[src/rtl/rxirq_pkg.sv]
package rxirq_pkg;
  typedef logic [3:0] irq_code_t;

  localparam irq_code_t CODE_NONE = 4'h1;
  localparam irq_code_t CODE_LINE = 4'h6;
  localparam irq_code_t CODE_DATA = 4'h4;
  localparam irq_code_t CODE_IDLE = 4'hC;

  localparam int MAX_CHAR_BITS = 12;

  // start + 5 data + 1 stop = 7, then the optional extras
  function automatic logic [3:0] char_bits(input logic [1:0] dlen,
                                           input logic par,
                                           input logic two);
    return 4'd7 + {2'b00, dlen} + {3'b000, par} + {3'b000, two};
  endfunction
endpackage

[src/rtl/rxirq_level.sv]
module rxirq_level #(
  parameter int DEPTH = 16,
  parameter int CW    = $clog2(DEPTH + 1)
) (
  input  logic          clk,
  input  logic          rst_n,
  input  logic [CW-1:0] fill,
  input  logic          push,
  input  logic [1:0]    trig_sel,
  input  logic          gate,
  output logic          rda_irq,
  output logic          data_ready
);
  localparam int NLVL = 4;

  function automatic int lvl_of(input int idx);
    case (idx)
      0:       return 1;
      1:       return DEPTH / 4;
      2:       return DEPTH / 2;
      default: return DEPTH - 2;
    endcase
  endfunction

  logic [CW-1:0] lvl_tab [NLVL];

  for (genvar gi = 0; gi < NLVL; gi++) begin : g_lvl
    assign lvl_tab[gi] = CW'(lvl_of(gi));
  end

  logic dr_q, dr_d;

  always_comb begin
    rda_irq = gate & (fill >= lvl_tab[trig_sel]);
    dr_d    = push | (dr_q & (|fill));
  end

  always_ff @(posedge clk or negedge rst_n) begin
    if (!rst_n) dr_q <= 1'b0;
    else        dr_q <= dr_d;
  end

  assign data_ready = dr_q;
endmodule

[src/rtl/rxirq_idle_timer.sv]
module rxirq_idle_timer #(
  parameter int OVS        = 16,
  parameter int IDLE_CHARS = 4,
  parameter int MAXB       = 12
) (
  input  logic       clk,
  input  logic       rst_n,
  input  logic       ref_tick,
  input  logic       restart,
  input  logic       clear,
  input  logic [3:0] bits,
  output logic       expired
);
  localparam int SW  = $clog2(OVS * MAXB);
  localparam int CHW = $clog2(IDLE_CHARS + 1);

  logic [SW-1:0]  sub_q, sub_d, last;
  logic [CHW-1:0] chr_q, chr_d;
  logic           exp_q, exp_d;

  always_comb begin
    last  = SW'(OVS * int'(bits)) - SW'(1);
    sub_d = sub_q;
    chr_d = chr_q;
    exp_d = exp_q;
    if (clear) exp_d = 1'b0;
    if (restart) begin
      sub_d = '0;
      chr_d = '0;
    end else if (ref_tick && (chr_q != CHW'(IDLE_CHARS))) begin
      if (sub_q == last) begin
        sub_d = '0;
        chr_d = chr_q + CHW'(1);
        if (chr_q == CHW'(IDLE_CHARS - 1)) exp_d = 1'b1;
      end else begin
        sub_d = sub_q + SW'(1);
      end
    end
  end

  always_ff @(posedge clk or negedge rst_n) begin
    if (!rst_n) begin
      sub_q <= '0;
      chr_q <= '0;
      exp_q <= 1'b0;
    end else begin
      sub_q <= sub_d;
      chr_q <= chr_d;
      exp_q <= exp_d;
    end
  end

  assign expired = exp_q;
endmodule

[src/rtl/rxirq_id_enc.sv]
module rxirq_id_enc
  import rxirq_pkg::*;
(
  input  logic      ls_req,
  input  logic      to_req,
  input  logic      rda_req,
  output irq_code_t code
);
  always_comb begin
    if (ls_req)       code = CODE_LINE;
    else if (to_req)  code = CODE_IDLE;
    else if (rda_req) code = CODE_DATA;
    else              code = CODE_NONE;
  end
endmodule

[src/rtl/rx_fifo_irq.sv]
module rx_fifo_irq
  import rxirq_pkg::*;
#(
  parameter int DEPTH      = 16,
  parameter int OVS        = 16,
  parameter int IDLE_CHARS = 4,
  localparam int CW        = $clog2(DEPTH + 1)
) (
  input  logic          clk,
  input  logic          rst_n,
  input  logic          fifo_en,
  input  logic          rda_en,
  input  logic          ls_en,
  input  logic [CW-1:0] fill,
  input  logic          push,
  input  logic          pop,
  input  logic [1:0]    trig_sel,
  input  logic          line_err,
  input  logic [1:0]    data_len,
  input  logic          parity_en,
  input  logic          two_stop,
  input  logic          ref_tick,
  output logic          data_ready,
  output logic          rda_irq,
  output logic          to_irq,
  output logic [3:0]    intr_code
);
  logic gate, empty, restart, clear, expired, ls_req;
  logic [3:0] bits;

  always_comb begin
    gate    = fifo_en & rda_en;
    empty   = ~|fill;
    restart = push | pop | empty;
    clear   = pop | empty;
    bits    = char_bits(data_len, parity_en, two_stop);
    ls_req  = line_err & ls_en;
    to_irq  = expired & gate;
  end

  rxirq_level #(.DEPTH(DEPTH), .CW(CW)) u_level (
    .clk(clk), .rst_n(rst_n), .fill(fill), .push(push),
    .trig_sel(trig_sel), .gate(gate),
    .rda_irq(rda_irq), .data_ready(data_ready)
  );

  rxirq_idle_timer #(.OVS(OVS), .IDLE_CHARS(IDLE_CHARS), .MAXB(MAX_CHAR_BITS)) u_timer (
    .clk(clk), .rst_n(rst_n), .ref_tick(ref_tick), .restart(restart),
    .clear(clear), .bits(bits), .expired(expired)
  );

  rxirq_id_enc u_enc (
    .ls_req(ls_req), .to_req(to_irq), .rda_req(rda_irq), .code(intr_code)
  );
endmodule

[config.mk]
export PLATFORM = sky130hd
export DESIGN_NAME = rx_fifo_irq
export DESIGN_NICKNAME = d
export VERILOG_FILES = /design/src/rtl/rxirq_pkg.sv /design/src/rtl/rxirq_level.sv /design/src/rtl/rxirq_idle_timer.sv /design/src/rtl/rxirq_id_enc.sv /design/src/rtl/rx_fifo_irq.sv
export SDC_FILE = /design/constraint.sdc
export NUM_CORES = 1
export LEC_CHECK = 0
export ABC_CLOCK_PERIOD_IN_PS = 3800
export BUFFER_PORTS_ARGS = -buffer_cell sky130_fd_sc_hd__buf_2
export CORE_ASPECT_RATIO = 1.75
export CORE_UTILIZATION = 25
export DETAILED_ROUTE_END_ITERATION = 8
export PLACE_DENSITY_LB_ADDON = 0.25
export SLEW_MARGIN = 15
export SYNTH_ARGS = -nofsm -noshare
export SYNTH_HDL_FRONTEND = slang
export SYNTH_SLANG_ARGS = --single-unit
[constraint.sdc]
create_clock -name clk -period 3.8 [get_ports clk]
set_input_delay 0.38 -clock clk [delete_from_list [all_inputs] [get_ports clk]]
set_output_delay 0.38 -clock clk [all_outputs]
set_load 0.05 [all_outputs]
-- Yosys cells after proc, flatten, opt, wreduce, memory -nomap -nowiden
Cells that the tools add are included.
- bits in read-only memories: 0
- latch bits: 0
- input port bits: 20
- bits in writable memories: 0
- word-level logic and storage cells: 48
- register bits: 13
- output and inout bits: 7
- memories kept: 0
- shifts and indexed selects: 0
- add/sub/neg operators: 6
- $mul: 0
- eq/ne operators: 3
- multiplexer cells: 17
- bitwise gates (word level): 10
- divide/modulo/power cells: 0
- reduce and logical (&&, ||, !) cells: 6
- order comparisons: 2
- operator list (kind ; count):
    $mux 8 ; 3
    $mux 3 ; 4
    $bmux 5 s2 ; 1
    $mux 5 ; 2
    $add 4x1->4 ; 2
    $add 8x1->8 const B ; 1
    $eq 8x8->1 ; 1
    $mux 4 ; 2
    $sub 8x2->8 const B ; 1
    $and 1x1->1 ; 5
    $ge 5x5->1 ; 1
    $mux 1 ; 5
    $reduce_or 5->1 ; 1
    $add 3x2->4 const A ; 1
    $or 1x1->1 ; 4
    $reduce_bool 2->1 ; 2
    $add 3x1->3 const B ; 1
    $eq 3x2->1 const B ; 1
    $ge 3x3->1 const B ; 1
    $ne 3x3->1 const B ; 1
    $not 2->3 ; 1
    $reduce_and 2->1 ; 1
    $logic_and 1x1->1 ; 1
    $logic_not 1->1 ; 1

-- Depth between registers and ports, before layout
- depth in word-level cells: 9
- depth in mapped cells: 12
- mapped depth without buffers: 12

-- Cells and area by module
Synthesis repeated with hierarchy kept, for this count alone.
- cell total of the unflattened synthesis: 113
- area, all modules: 1101.1 µm²
- modules (own cells, without submodules) (module ; cells each ; instances ; area each (µm²)):
    rxirq_idle_timer ; 70 ; 1 ; 769.5
    rx_fifo_irq ; 20 ; 1 ; 158.9
    rxirq_level ; 19 ; 1 ; 147.6
    rxirq_id_enc ; 4 ; 1 ; 25.0

-- Worst setup path before layout
OpenSTA, ideal clock, no wires.
- path kind: input-to-reg
- start: input port data_len[0]
- end: register u_timer.chr_q[2]
- slack: 1289 ps
- data required time: 3675 ps
- library setup time: 125 ps
- arrival: 2387 ps
- stages on the path: 12
- cells stage by stage: inv_1 ha_1 inv_1 ha_1 inv_1 fa_1 ha_1 xnor2_1 xnor2_1 or3_1 nor2_1 a211oi_2
- word-level cells in the longest chain between the ends: 7
- RTL lines (element ; line ; text):
    from (decl) ; rx_fifo_irq.sv:19 ; input logic [1:0] data_len,
    $add 3x2->4 ; rxirq_pkg.sv:15 ; return 4'd7 + {2'b00, dlen} + {3'b000, par} + {3'b000, two};
    $add 4x1->4 (2 in a row) ; rxirq_pkg.sv:15 ;
    $sub 8x2->8 ; rxirq_idle_timer.sv:22 ; last = SW'(OVS * int'(bits)) - SW'(1);
    $eq 8x8->1 ; rxirq_idle_timer.sv:31 ; if (sub_q == last) begin
    $reduce_bool 2->1 (no line) ; -- ;
    $reduce_and 2->1 (no line) ; -- ;
    to (signal assigned) ; rxirq_idle_timer.sv:48 ; chr_q <= chr_d;
    to (decl) ; rxirq_idle_timer.sv:18 ; logic [CHW-1:0] chr_q, chr_d;
No other way between the ends.
A chain may end at the register's enable or synchronous reset.

-- Worst setup path after layout
Same ends and word-level chain as after synthesis.

==> impl_metrics.toml <==
[run_status]
outcome = "finished, final reports clean"

[die]
rows = 30
die_w_um = 50.2
io_pins = 27
die_h_um = 86.3
core_area_um2 = 3870
initial_core_util = 0.262
die_area_um2 = 4330

[placement]
numPortBuffers = 26
placed_area_um2 = 1190
dp_hpwl_um = 1700
globalplace.congestion = 0.768

[cells_and_area]
seq_area_um2 = 325
multi_input_area_um2 = 618
diodes = 0
drive_gt1_frac = 0.248
nets = 175
final_util = 0.319
syn_to_final_growth_pct = 21.7
finalInstanceArea_um2 = 1230
n_fill_cell = 416

[yosys]
synth.area.top_cells = "dfrtp_1 32%, ha_1 15%, xor2_1 6.9%"
synth_cell_types = 30
yosysSeqAreaShare = 0.321
yosys_most_used_dff = "dfrtp_1"
ys_top_cells_by_count = "15 x inv_1, 14 x nor2_1, 13 x dfrtp_1, 12 x ha_1, 8 x xor2_1"
synth_top_family_by_area = "simple AND/OR/NAND/NOR gates"
avgSynthCellArea_um2 = 8.98
synth_top_area_cell = "dfrtp_1"
yosys.cell_count.top_type = "inv_1"
syn_area_um2 = 1010
synth-edff-count = 0
async_flop_share = 1.00
synth_seq_cells = 13
synthAdderAreaFrac = 0.168
synth-warning-count = 0
syn_nets = 146
yosys.area_share.simple = 0.201
syn-instance-count = 113
synthMuxAreaShare = 0.00986
synth.top_cell.area_share = 0.321
synth_compound_area_frac = 0.101
synth-xor-area-share = 0.129

[critical_path]
cp-start-kind = "primary input"
arrival_ns = 2.62
reg2reg_setup_slack_ns = 1.76
critPathRequiredTime_ns = 3.92
max_stage_delay_ns = 0.44
worstPathMaxFanout = 3
crit_chain = "buf_2 > inv_1 > ha_1 > inv_1 > ha_1 > inv_1 > fa_1 > ha_1 > xnor2_1 > xnor2_1 > or3_1 > nor2_1 > a211oi_2"
crit_type = "in2reg"
cp_slowest_cell = "fa_1"
cp-end-kind = "flip-flop"

[pwr]
switching_share = 0.296
netSwitchingPower_w = 0.000104
p_int_w = 0.000247
p_per_area_nw_per_um2 = 285
ir_worst_vdd_v = 0.000161
p_leak_nw = 0.614
seqPwrFrac = 0.399
pwr-share-clk = 0.354
comb_power_share = 0.247

[sta]
fmax_ghz = 0.401
period_needed_ns = 2.49
maxSlewViolCount = 0
tns_ns = 0
max_slew_margin = 0.696
worst_pin_slew_ns = 0.452
period_share = 0.656
setup_viol = 0
rsz0062_at_grt = "no"
final_hold_viol_count = 0
clock_skew_ns = 0.00462

[global_route]
grt_max_degree = 14
first_global_vias = 905
grt-ovfl-total = 0
track_usage = 0.102
grt_first_pass_wirelength_um = 3460
antenna_found_initial = 0

[clock_tree]
clkSlewWorstSetupHoldPaths_ns = 0.06
htreeDepth = 1
clock_sinks = 13
cts-root-buf = "clkbuf_8"
clockBufferDepth = 2
cts_tree = "done"
post_cts_buffers = 0
cts_buffers = 3
clk_latency_ns = 0.25
cts_resized = 0
cts_hold_buf = 0

[detailed_routing]
drt-pass1-iter-count = 2
first_iter_violations = 12
finalWirelength_um = 2040
ant_nets = 0
wire_per_inst_um = 10.8
viasPerCell = 4.61
via_count = 872
drc_errors = 0

[min_path]
hold_path.class = "in2async"

[flow_run]
maxCapViolCount = 0
## power groups by stage
stage	clock, W	combinational [W]	sequential, W
after floorplan	0	0.0000617	0.000143
after CTS	0.000127	0.0000880	0.000140
final	0.000124	0.0000867	0.000140
after global placement	0	0.0000852	0.000143
after global routing	0.000131	0.0000988	0.000140
after detailed placement	0	0.0000878	0.000143
## registers in the layout, summed over array words and instances (netlist names)
signal / cells
u_timer.chr_q: 3
u_level.data_ready: 1
u_timer.expired: 1
u_timer.sub_q: 8
## final cells by class
type / instances / share of cell area
multi-input cells: 83 / 0.501
repair buffers: 26 / 0.105
well taps: 48 / 0.0486
flip-flops and latches: 13 / 0.263
inverters: 15 / 0.0456
clock buffers: 4 / 0.0365
## per-stage QoR
stage | power, W | instances | hold WS (ns) | setup slack [ns]
6_report | 0.000351 | 189 | 0.0124 | 1.31
5_1_grt | 0.000370 | 189 | 0.0428 | 1.14
4_1_cts | 0.000355 | 189 | 0.0298 | 1.29
3_5_place_dp | 0.000230 | 185 | 0.290 | 1.04
3_3_place_gp | 0.000228 | 185 | 0.289 | 1.10
2_1_floorplan | 0.000205 | 113 | 0.0844 | 1.29
## placed cells by master (no fill, tap or decap), types with 3 or more instances in the layout
cell type	n
a21oi_1	5
buf_2	26
clkbuf_8	3
dfrtp_1	13
ha_1	12
inv_1	15
nand2_1	7
nand4_1	3
nor2_1	14
xnor2_1	7
xor2_1	8
## worst paths after layout
check                                    from                  to  cells past startpoint
min reg2reg                u_level.data_ready  u_level.data_ready                      2
min                                     rst_n    u_timer.sub_q[4]                      1
max in group asynchronous               rst_n     u_timer.expired                      1
min in group clk                          pop     u_timer.expired                      2
max                               data_len[0]    u_timer.chr_q[2]                     13
max reg2reg                  u_timer.chr_q[0]    u_timer.chr_q[2]                      7
## worst max-delay path, delay by kind of cell
family                   cells  cell delay [ns]
AO/OA/AOI/OAI                1             0.09
buffers and inverters        4             0.20
AND/OR/NAND/NOR              2             0.57
XOR/XNOR                     2             0.29
adder cells (fa/ha/maj)      4             1.07
## layer usage
layer	routed length [um]	vias to the layer above	GRT usage
li1	-	431	-
met1	806	410	0.0981
met2	1080	26	0.204
met3	113	5	0.0105
met4	35	0	0.0468
met5	0	-	0
## logic make-up after synthesis
group,Yosys count
mux,1
compound gates,15
simple gates,39
xor+xnor,15
buf+inv,17
fa+ha+maj,13
flops,13
Note: power is estimated with default switching activity, not from simulation.
